===== src/rtl/ivc_pkg.sv =====
package ivc_pkg;
  localparam int NUM_SRC    = 24;
  localparam int PER_REG    = 6;
  localparam int NUM_EN_REG = NUM_SRC / PER_REG;
  localparam int PEND_BYTES = (NUM_SRC + 7) / 8;
  localparam int GIE_ADDR   = NUM_EN_REG;
  localparam int PEND_BASE  = NUM_EN_REG + 1;
  localparam int NUM_REGS   = PEND_BASE + PEND_BYTES;
  localparam int ADDR_W     = $clog2(NUM_REGS);
  localparam int IDX_W      = $clog2(NUM_SRC);
  localparam int VEC_W      = 16;
  localparam logic [VEC_W-1:0] VEC_BASE   = 16'h0003;
  localparam logic [VEC_W-1:0] VEC_STRIDE = 16'h0008;

  function automatic logic [VEC_W-1:0] vec_of(input logic [IDX_W-1:0] idx);
    logic [VEC_W-1:0] wide;
    wide = {{(VEC_W-IDX_W){1'b0}}, idx};
    return VEC_BASE + (wide << $clog2(VEC_STRIDE));
  endfunction
endpackage


===== src/rtl/ivc_sync.sv =====
module ivc_sync #(
  parameter int WIDTH  = ivc_pkg::NUM_SRC,
  parameter int STAGES = 2
) (
  input  logic             clk,
  input  logic             rst_n,
  input  logic [WIDTH-1:0] raw_i,
  output logic [WIDTH-1:0] rise_o
);
  logic [WIDTH-1:0] stage_q [STAGES+1];

  genvar s;
  generate
    for (s = 0; s <= STAGES; s++) begin : g_stage
      always_ff @(posedge clk or negedge rst_n) begin
        if (!rst_n) stage_q[s] <= '0;
        else if (s == 0) stage_q[s] <= raw_i;
        else stage_q[s] <= stage_q[s-1];
      end
    end
  endgenerate

  assign rise_o = stage_q[STAGES-1] & ~stage_q[STAGES];
endmodule


===== src/rtl/ivc_regs.sv =====
module ivc_regs
  import ivc_pkg::*;
(
  input  logic               clk,
  input  logic               rst_n,
  input  logic [ADDR_W-1:0]  addr_i,
  input  logic               we_i,
  input  logic [7:0]         wdata_i,
  output logic [7:0]         rdata_o,
  input  logic [NUM_SRC-1:0] set_i,
  input  logic [NUM_SRC-1:0] hw_clr_i,
  output logic [NUM_SRC-1:0] live_o,
  output logic               gie_o
);
  logic [NUM_SRC-1:0] en_q;
  logic [NUM_SRC-1:0] pend_q;
  logic               gie_q;
  logic [NUM_SRC-1:0] sw_clr;

  always_comb begin
    sw_clr = '0;
    for (int i = 0; i < NUM_SRC; i++) begin
      if (we_i && (int'(addr_i) == PEND_BASE + i / 8) && !wdata_i[i % 8])
        sw_clr[i] = 1'b1;
    end
  end

  always_ff @(posedge clk or negedge rst_n) begin
    if (!rst_n) begin
      en_q  <= '0;
      gie_q <= 1'b0;
    end else if (we_i) begin
      for (int k = 0; k < NUM_EN_REG; k++)
        if (int'(addr_i) == k) en_q[k*PER_REG +: PER_REG] <= wdata_i[PER_REG-1:0];
      if (int'(addr_i) == GIE_ADDR) gie_q <= wdata_i[0];
    end
  end

  always_ff @(posedge clk or negedge rst_n) begin
    if (!rst_n) pend_q <= '0;
    else begin
      for (int i = 0; i < NUM_SRC; i++) begin
        if (set_i[i]) pend_q[i] <= 1'b1;
        else if (hw_clr_i[i] || sw_clr[i]) pend_q[i] <= 1'b0;
      end
    end
  end

  always_comb begin
    rdata_o = '0;
    for (int k = 0; k < NUM_EN_REG; k++)
      if (int'(addr_i) == k) rdata_o[PER_REG-1:0] = en_q[k*PER_REG +: PER_REG];
    if (int'(addr_i) == GIE_ADDR) rdata_o[0] = gie_q;
    for (int j = 0; j < PEND_BYTES; j++)
      if (int'(addr_i) == PEND_BASE + j)
        for (int b = 0; b < 8; b++)
          if (j*8 + b < NUM_SRC) rdata_o[b] = pend_q[j*8 + b];
  end

  assign live_o = pend_q & en_q & {NUM_SRC{gie_q}};
  assign gie_o  = gie_q;
endmodule


===== src/rtl/ivc_prio.sv =====
module ivc_prio
  import ivc_pkg::*;
(
  input  logic [NUM_SRC-1:0] live_i,
  output logic               any_o,
  output logic [IDX_W-1:0]   idx_o
);
  always_comb begin
    idx_o = '0;
    for (int i = NUM_SRC-1; i >= 0; i--)
      if (live_i[i]) idx_o = IDX_W'(i);
  end
  assign any_o = |live_i;
endmodule


===== src/rtl/irq_vector_ctrl.sv =====
module irq_vector_ctrl
  import ivc_pkg::*;
(
  input  logic               clk,
  input  logic               rst_n,
  input  logic [NUM_SRC-1:0] src_req_i,
  input  logic [ADDR_W-1:0]  reg_addr_i,
  input  logic               reg_we_i,
  input  logic [7:0]         reg_wdata_i,
  output logic [7:0]         reg_rdata_o,
  input  logic               eoi_i,
  input  logic               ack_i,
  output logic               irq_req_o,
  output logic [VEC_W-1:0]   irq_vec_o
);
  logic [NUM_SRC-1:0] rise_w;
  logic [NUM_SRC-1:0] live_w;
  logic [NUM_SRC-1:0] hw_clr_w;
  logic               any_w;
  logic [IDX_W-1:0]   win_w;
  logic               gie_w;
  logic               accept_w;
  logic               ack_w;
  logic [IDX_W-1:0]   sel_q;
  logic               req_q;
  logic [VEC_W-1:0]   vec_q;

  ivc_sync #(.WIDTH(NUM_SRC), .STAGES(2)) u_sync (
    .clk(clk), .rst_n(rst_n), .raw_i(src_req_i), .rise_o(rise_w)
  );

  ivc_regs u_regs (
    .clk(clk), .rst_n(rst_n), .addr_i(reg_addr_i), .we_i(reg_we_i),
    .wdata_i(reg_wdata_i), .rdata_o(reg_rdata_o), .set_i(rise_w),
    .hw_clr_i(hw_clr_w), .live_o(live_w), .gie_o(gie_w)
  );

  ivc_prio u_prio (.live_i(live_w), .any_o(any_w), .idx_o(win_w));

  assign accept_w = !req_q && eoi_i && any_w;
  assign ack_w    = req_q && ack_i;

  always_comb begin
    hw_clr_w = '0;
    if (ack_w) hw_clr_w[sel_q] = 1'b1;
  end

  always_ff @(posedge clk or negedge rst_n) begin
    if (!rst_n) begin
      req_q <= 1'b0;
      vec_q <= '0;
      sel_q <= '0;
    end else if (ack_w) begin
      req_q <= 1'b0;
    end else if (accept_w) begin
      req_q <= 1'b1;
      sel_q <= win_w;
      vec_q <= vec_of(win_w);
    end
  end

  assign irq_req_o = req_q;
  assign irq_vec_o = vec_q;
endmodule


===== config.mk =====
export PLATFORM = sky130hd
export DESIGN_NAME = irq_vector_ctrl
export DESIGN_NICKNAME = d
export VERILOG_FILES = /design/src/rtl/ivc_pkg.sv /design/src/rtl/ivc_sync.sv /design/src/rtl/ivc_regs.sv /design/src/rtl/ivc_prio.sv /design/src/rtl/irq_vector_ctrl.sv
export SDC_FILE = /design/constraint.sdc
export NUM_CORES = 1
export LEC_CHECK = 0
export ABC_AREA = 1
export BUFFER_PORTS_ARGS = -buffer_cell sky130_fd_sc_hd__buf_2
export CORE_UTILIZATION = 35
export DETAILED_ROUTE_END_ITERATION = 7
export GPL_ROUTABILITY_DRIVEN = 0
export SYNTH_ARGS = -nofsm -noshare
export SYNTH_HDL_FRONTEND = slang
export SYNTH_SLANG_ARGS = --single-unit
export TNS_END_PERCENT = 30

===== constraint.sdc =====
create_clock -name clk -period 2.4 [get_ports clk]
set_clock_uncertainty 0.15 [all_clocks]
set_input_delay 0.12 -clock clk [delete_from_list [all_inputs] [get_ports clk]]
set_output_delay 0.12 -clock clk [all_outputs]
set_load 0.005 [all_outputs]

==> results of run 1 <==
## cells in the mapped netlist, types with 2 or more instances
| cell type | number |
|---|---|
| dfrtp_1 | 128 |
| a31oi_1 | 2 |
| o21ai_1 | 17 |
| a21oi_1 | 6 |
| o2111ai_1 | 3 |
| inv_1 | 54 |
| a221oi_1 | 3 |
| inv_2 | 8 |
| o22ai_1 | 37 |
| nand3_2 | 3 |
| o211ai_1 | 2 |
| nor2_1 | 25 |
| buf_6 | 3 |
| nand3_1 | 34 |
| o21ai_0 | 25 |
| a211oi_1 | 2 |
| nand2_1 | 94 |
| nor3_1 | 3 |
| buf_4 | 10 |
| nand4_1 | 2 |
| clkbuf_1 | 5 |
| o221ai_1 | 3 |
| a22o_1 | 5 |
## through the flow
stage | utilization [%] | instance area (sq um) | instances | hold slack, ns | setup WS (ns)
floorplan | - | 4950 | 490 | -0.326 | 0.466
global placement | 39.8 | 5380 | 708 | 0.0135 | 0.397
detailed placement | 39.8 | 5380 | 708 | 0.0280 | 0.299
CTS | 47.2 | 6370 | 775 | 0.0321 | 0.275
global route | 47.2 | 6370 | 775 | 0.0650 | 0.0344
finish | 47.2 | 6370 | 775 | 0.0312 | 0.330
## flip-flops by register name, summed over array words and instances (netlist names)
| name | flops |
|---|---|
| u_sync.stage_q | 72 |
| u_regs.en_q | 24 |
| u_regs.pend_q | 24 |
| sel_q | 4 |
| irq_vec_o | 2 |
| irq_req_o | 1 |
| u_regs.gie_o | 1 |
## layout make-up
class	instances	area share, %
clock inverters	14	3.18
flip-flops and latches	128	50.3
clock buffers	18	6.89
inverters	62	3.65
well taps	176	3.46
repair buffers	96	10.8
multi-input cells	281	21.7
## layer usage
layer / up-vias / GRT usage (%)
li1: 1809 / -
met1: 1904 / 25.2
met2: 181 / 28.4
met3: 31 / 4.67
met4: 0 / 9.34
met5: - / 0
## worst max path at each step
stage,from,to,slack [ns],cells after the start
2_1_floorplan,u_regs.gie_o,irq_vec_o[1],0.47,12
3_3_place_gp,u_regs.gie_o,irq_vec_o[1],0.40,10
3_5_place_dp,u_regs.gie_o,sel_q[1],0.30,13
4_1_cts,u_regs.gie_o,sel_q[1],0.27,13
5_1_grt,u_regs.gie_o,sel_q[0],0.03,25
6_report,u_regs.gie_o,irq_vec_o[1],0.33,10
## cells by family after synthesis
kind of cell           share of synthesized area [%]
AND/OR/NAND/NOR                                 14.2
flip-flops                                      65.1
AO/OA/AOI/OAI                                   13.2
buffers and inverters                           7.42
other                                         0.0762
## timing repair
action,in CTS,in global routing
setup endpoints to repair,0,1
gates resized for setup,0,1
hold buffers,35,0
hold endpoints to repair,121,0
## worst max-delay path, cell delays in order (launching register included)
cell and delay (ns):
dfrtp_2 0.47, buf_4 0.20, nand3_1 0.16, nand2_1 0.09, nor2_1 0.17, nand2_1 0.07
nor2_1 0.13, nand3_1 0.10, nand3_2 0.12, inv_2 0.08, or2_1 0.20
## power by group
part | switching [uW] | total, uW | internal [uW]
combinational | 640 | 1010 | 373
clock | 987 | 2770 | 1780
sequential | 238 | 2650 | 2410
total | 1860 | 6430 | 4570
==> flow_summary.ini, run 1 <==
[critical_path]
timing.rr.start = u_regs.gie_o
reg2reg_to = irq_vec_o[1]
ff2ff_setup_slack_ns = 0.33
end_kind = flop
crit_type = reg2reg
critPathArrivalTime_ns = 2.21
setup.worst_path.start_class = flop
critPathMaxFanout = 9
cp.required_ns = 2.54
reg2regPathDepth = 10

[drt]
drtAntennaViolNets = 0
wl_met2_microns = 5630
route.detailed.drc = 0
first_pass_iters = 5
drt-initial-drc-count = 337
drt-met1-wl_microns = 5620
dr_wl_met3_microns = 794
wl_per_cell_microns = 16.1
routed.top_layer = met4
num_vias = 3925
routed_wl_microns = 12500
routed_via_density = 5.06

[yosys]
synthCells = 482
synth-edff-count = 0
ys_seq_area_share_pct = 65.1
synth_area_sq_um = 4920
yosysWarnings = 0
ys.flop_type = dfrtp_1
async_flop_share_pct = 100
synth.area.top_cells = dfrtp_1 65%, nand2_1 7.2%, o22ai_1 4.7%
avgSynthCellArea_sq_um = 10.2
synth.top_cell.area_share_pct = 65.1
yosys.area.top_type = dfrtp_1
ys_ff_latch = 128
synth_cell_type_count = 31

[pwr]
power_uw = 6430
p_per_area_nw_per_um2 = 1010
vdd_drop_max_uv = 591
leakagePower_uw = 0.00310

[min_path]
hp-class = in2reg
worstHoldStart = reg_addr_i[2]
min_to = u_regs.gie_o
hold_depth = 3

[clock_network]
clk_root_buffer_cell = clkbuf_16
path_clk_slew_ns = 0.06
clock_latency_ns = 0.42
htreeDepth = 4
cts_tree = built
clkSinkCount = 128
cts_max_path_buffers = 2
numCtsBuffers = 17
postCtsSetupBuffers = 0

[place]
dp_hpwl_microns = 8990
portBuffers = 55

[timing]
fin_crit_sh_pct = 86.2
tns_ns = 0
tightest_slew_ns = 0.618
rsz0062_at_grt = no
relSlewSlack_pct = 58.8
report.final.setup_viol = 0
hold_viol_final = 0
finalCriticalPeriod_ns = 2.07
slew_viol_final = 0
fmax_ghz = 0.483

[cells_and_area]
diodes = 0
register_area_sq_um = 3200
mostFrequentLayoutCells = 127 x dfrtp_1, 94 x nand2_1, 54 x inv_1, 54 x buf_2, 37 x o22ai_1
multi_input_area_sq_um = 1390
fill_cells = 1247
layout_commonest_cell = dfrtp_1
num-nets-final = 626
syn2layout_area_growth_pct = 29.4
drive_gt1_share_pct = 17.9

[die]
die-area_sq_um = 14500
fp-row-count = 42
die_w_microns = 121
die_h_microns = 121
start_util_pct = 36.5
ios = 65
placeableCoreArea_sq_um = 13500

[grt]
grt_pass1_vias = 3926
grt_pass1_wl_microns = 20300
gr-total-overflow = 0
grt_max_degree = 55
antenna_found_initial = 0
grt_use_total_pct = 18.8

[status]
outcome = finished, final reports clean

[job]
maxCapViolCount = 0
No activity file was read; power rests on OpenSTA's default activity.
==> run 2, diff against run 1 <==
- CORE_UTILIZATION: 35 -> 57
- PLACE_DENSITY: unset -> 0.79
==> run 2 against run 1 <==
Compared with the run above: non-clock buffer count grew 3; wire length increased by 0.83%; sequential share of layout area grew 0.72 points; sequential cell count is the same; power decreased by 3.6%; cell count fell by 8.9%; fmax down 12%; global-route usage increased by 12 points; hold slack got worse by 0.0063 ns; largest cell class unchanged; clock power is 9.0% lower; core utilization increased by 29 points.
==> flow_summary.ini, run 2 (synthesized netlist as in run 1, its figures left out) <==
[critical_path]
crit_type = in2out
critPathMaxFanout = 8
setup.worst_path.start_class = input pin
critPathArrivalTime_ns = 2.08
cp.required_ns = 2.13
end_kind = output pin

[die]
fp-row-count = 33
placeableCoreArea_sq_um = 8300
die_h_microns = 94.9
start_util_pct = 59.3
die_w_microns = 94.9
ios = 65
die-area_sq_um = 9010

[timing]
finalCriticalPeriod_ns = 2.35
report.final.setup_viol = 0
tightest_slew_ns = 0.663
fmax_ghz = 0.426
slew_viol_final = 0
whs_ns = 0.0249
hold_viol_final = 0
fin_crit_sh_pct = 97.8
relSlewSlack_pct = 55.8
rsz0062_at_grt = yes

[min_path]
hp-class = in2async

[cells_and_area]
largest_register = u_sync.stage_q
mostFrequentLayoutCells = 127 x dfrtp_1, 94 x nand2_1, 54 x inv_1, 54 x buf_2, 39 x dlygate4sd3_1
layout_commonest_cell = dfrtp_1
num-nets-final = 629
largest_reg_flops = 72
drive_gt1_share_pct = 17.8
reg_top3 = u_sync.stage_q (72), u_regs.en_q (24), u_regs.pend_q (24)
syn2layout_area_growth_pct = 27.5
diodes = 0

[grt]
gr-total-overflow = 0
grt_use_total_pct = 30.7
grt_pass1_vias = 4061
grt_max_degree = 50
grt_pass1_wl_microns = 19900
antenna_found_initial = 0

[clock_network]
clk_root_buffer_cell = clkbuf_8
cts_tree = built
cts_max_path_buffers = 2
numCtsBuffers = 17
htreeDepth = 4
path_clk_slew_ns = 0.06
clock_latency_ns = 0.52
clkSinkCount = 128
postCtsSetupBuffers = 0

[drt]
wl_per_cell_microns = 17.8
first_pass_iters = 5
routed_wl_microns = 12600
num_vias = 4108
drtAntennaViolNets = 0
route.detailed.drc = 0
routed_via_density = 5.82
drt-initial-drc-count = 417

[pwr]
power_uw = 6210
vdd_drop_max_uv = 868
leakagePower_uw = 0.00309
p_per_area_nw_per_um2 = 988

[job]
maxCapViolCount = 0

[status]
outcome = finished, final reports clean

[place]
portBuffers = 55
dp_hpwl_microns = 8390
==> run 2: changes by cell type in the layout (fill, tap and decap cells not counted), moves of 2 or more <==
cell / before / now
dlygate4sd3_1: 35 / 39
buf_4: 6 / 3
inv_6: 4 / 7
bufinv_16: 4 / 2
==> run 2: per-stage QoR <==
stage	instance area (sq um)	worst slack, ns	TNS, ns	std cells	util, %
6_report	6280	0.0518	0	706	75.7
5_1_grt	6280	-0.0106	-0.0179	706	75.7
4_1_cts	6260	0.00310	0	706	75.5
3_5_place_dp	5290	0.0989	0	636	63.8
3_3_place_gp	5290	0.282	0	636	63.8
2_1_floorplan	4950	0.466	0	490	-
==> run 2: final timing paths <==
kind                                     from            endpoint  slack, ns  cells after the start
min reg2reg                u_sync.stage_q[63]  u_sync.stage_q[39]       0.20                      0
max reg2reg                      u_regs.gie_o            sel_q[1]       0.21                     11
max in group asynchronous               rst_n   u_regs.pend_q[21]       1.43                      3
max                             reg_addr_i[0]      reg_rdata_o[5]       0.05                      9
min                                     rst_n  u_sync.stage_q[29]       0.02                      2
min in group clk                 src_req_i[4]  u_sync.stage_q[52]       0.09                      2
==> run 2: worst max-delay path, stage by stage <==
cell and delay [ns]:
dlygate4sd3_1 0.52, buf_2 0.13, inv_1 0.06, nor2_1 0.13, nand2_1 0.29, o211ai_1 0.38, a211oi_1 0.08, a21oi_1 0.21
buf_2 0.15
==> run 2: what timing repair did <==
| action | in CTS | in global routing |
|---|---|---|
| hold buffers | 39 | 0 |
| endpoints found under the hold margin | 208 | 0 |
| resized for setup | 0 | 4 |
| endpoints found under the setup margin | 0 | 8 |
==> run 2: layout make-up <==
type	count	area (sq um)
multi-input cells	281	1400
fillers	534	2020
flip-flops and latches	128	3200
clock inverters	14	168
well taps	105	131
repair buffers	99	734
inverters	62	233
clock buffers	17	414
==> run 2: per-layer routing <==
metal  GRT usage (%)  part of all wire [%]
met1            39.6                    39
met2            47.2                    47
met3            8.05                   9.8
met4            17.7                   4.3
met5               0                     0
==> run 2: where the power goes <==
group,switching (uW),internal (uW)
clock,1010,1510
combinational,646,379
sequential,253,2410
total,1910,4300
==> run 3, diff against run 2 <==
- ABC_AREA: 1 -> unset
==> run 3 against run 2 <==
Compared with the run above: critical path depth shrank 3; wire length down 3.4%; power shrank 1.4%; non-clock buffer count up 3; die area is 3.0% higher; largest cell class unchanged; cell area grew 1.5%; core utilization decreased by 2.2 points; count of clock-buffer cells in the layout up 1; sequential power rose by 3%; cell count decreased by 12%; area after synthesis up 3.1%; sequential share of layout area shrank 0.76 points.
==> flow_summary.ini, run 3 <==
[clock_network]
clkSinkCount = 128
cts_tree = built
cts_resized = 0
htreeDepth = 4
path_clk_slew_ns = 0.06
cts_max_path_buffers = 2
clock_latency_ns = 0.52
clk_root_buffer_cell = clkbuf_8
numCtsBuffers = 17
postCtsSetupBuffers = 0

[grt]
grt_max_degree = 52
gr-total-overflow = 0
grt_use_total_pct = 29.4
grt_pass1_vias = 3847
grt_pass1_wl_microns = 19500
antenna_found_initial = 0

[timing]
hold_viol_final = 0
tightest_slew_ns = 0.623
relSlewSlack_pct = 58.5
report.final.setup_viol = 0
rsz0062_at_grt = no
finalCriticalPeriod_ns = 2.30
fin_crit_sh_pct = 95.9
fmax_ghz = 0.435
tns_ns = 0
whs_ns = 0.00855
slew_viol_final = 0

[yosys]
synthCells = 397
avgSynthCellArea_sq_um = 12.8
yosysWarnings = 0
async_flop_share_pct = 100
synth.top_cell.area_share_pct = 63.1
synth-edff-count = 0
yosys.area.top_type = dfrtp_1
ys_seq_area_share_pct = 63.1
yosys.cell_count.top_type = dfrtp_1
synth.area.top_cells = dfrtp_1 63%, mux2_2 7.1%, o221ai_1 4.1%
synth_commonest_cells = 128 x dfrtp_1, 36 x nand2_1, 32 x mux2_2, 30 x o21ai_0, 26 x inv_1
synth_area_sq_um = 5080
ys.flop_type = dfrtp_1
synth_cell_type_count = 47
ys_ff_latch = 128

[cells_and_area]
syn2layout_area_growth_pct = 25.5
mostFrequentLayoutCells = 128 x dfrtp_1, 54 x buf_2, 37 x dlygate4sd3_1
largest_reg_flops = 72
largest_register = u_sync.stage_q
reg_top3 = u_sync.stage_q (72), u_regs.en_q (24), u_regs.pend_q (24)
layout_commonest_cell = dfrtp_1
diodes = 0
drive_gt1_share_pct = 26.9
num-nets-final = 545

[place]
dp_hpwl_microns = 8120
portBuffers = 55

[pwr]
clkPwrFrac_pct = 36.2
p_comb_share_pct = 19.0
leakagePower_uw = 0.00281
power_frac_seq_pct = 44.7
p_per_area_nw_per_um2 = 960
intPower_uw = 4250
p_sw_share_pct = 30.6
vdd_drop_max_uv = 622
p_sw_uw = 1870

[drt]
first_pass_iters = 6
drt-initial-drc-count = 460
routed_wl_microns = 12200
route.detailed.drc = 0
num_vias = 3859
drtAntennaViolNets = 0
wl_per_cell_microns = 19.5
routed_via_density = 6.18

[die]
start_util_pct = 58.5
die_w_microns = 96.4
die_h_microns = 96.4
ios = 65
fp-row-count = 34
die-area_sq_um = 9290
placeableCoreArea_sq_um = 8680

[critical_path]
crit_type = reg2reg
critPathMaxFanout = 8
end_kind = flop
cp.required_ns = 2.64
setup.worst_path.start_class = flop
critPathArrivalTime_ns = 2.54

[status]
outcome = finished, final reports clean

[job]
maxCapViolCount = 0

[min_path]
hp-class = in2async
## run 3: cell types whose count changed in the layout (fill, tap and decap cells not counted), moves of 16 or more
cell / delta
o21ai_1: -16
nand3_1: -28
nor2_1: -16
o221ai_1: +21
o22ai_1: -36
nand2_1: -58
mux2_2: +32
inv_1: -28
## run 3: kinds of logic (layout without fill, tap and decap cells)
| kind of cell | Yosys count | count (layout) | synth area share, % |
|---|---|---|---|
| buf+inv | 48 | 159 | 4.39 |
| other cells | 1 | 9 | 0.0739 |
| mux | 41 | 41 | 10.6 |
| compound gates | 102 | 102 | 14.1 |
| flops | 128 | 128 | 63.1 |
| simple gates | 77 | 77 | 7.71 |
## run 3: final cells by class
type,count,area (sq um)
Sequential cell,128,3200
Fill cell,593,2310
Multi-Input combinational cell,229,1680
Timing Repair Buffer,102,736
Clock buffer,18,428
Tap cell,108,135
Inverter,27,101
Clock inverter,12,88.8
## run 3: repair_timing
item,in CTS,in global routing
endpoints found under the hold margin,186,0
endpoints found under the setup margin,0,0
hold buffers,37,0
## run 3: final timing paths
| kind | startpoint | to | slack, ns | cells after the start |
|---|---|---|---|---|
| setup / recovery | u_regs.en_q[13] | sel_q[3] | 0.1 | 6 |
| hold / removal | rst_n | u_sync.stage_q[48] | 0.009 | 2 |
| setup reg to reg | u_regs.en_q[13] | sel_q[3] | 0.1 | 6 |
| hold reg to reg | u_sync.stage_q[52] | u_sync.stage_q[28] | 0.19 | 0 |
| max in group asynchronous | rst_n | u_regs.en_q[17] | 1.37 | 3 |
| min in group clk | src_req_i[22] | u_sync.stage_q[70] | 0.08 | 2 |
## run 3: worst max-delay path, stage by stage, from the launching register on
cell	delay [ns]
dfrtp_1	0.41
a22o_1	0.30
o41ai_2	0.47
or4b_4	0.55
nand2_4	0.13
nand2_1	0.07
o41ai_1	0.09
## run 3: per-layer routing
layer  part of all wire (%)  GRT usage (%)  up-vias
met1                     37           38.2     1883
met5                      0              0        -
met2                     49           45.7      267
li1                       -              -     1653
met3                    9.4           8.14       56
met4                    4.6           14.7        0
## run 3: through the flow
step / setup slack, ns / util [%] / instances / power [uW] / area [sq um]
after floorplan: 0.348 / - / 405 / 3370 / 5110
after global placement: 0.238 / 63.2 / 557 / 3780 / 5490
after detailed placement: 0.166 / 63.2 / 557 / 3830 / 5490
after CTS: 0.129 / 73.4 / 624 / 6100 / 6370
after global routing: 0.0697 / 73.4 / 624 / 6360 / 6370
final: 0.0993 / 73.4 / 624 / 6120 / 6370
## run 3: power groups by stage
stage / sequential, uW / clock (uW) / combinational, uW
after floorplan: 2650 / 0 / 722
after global placement: 2730 / 0 / 1050
after detailed placement: 2750 / 0 / 1080
after CTS: 2720 / 2240 / 1150
after global routing: 2760 / 2340 / 1270
final: 2740 / 2220 / 1160
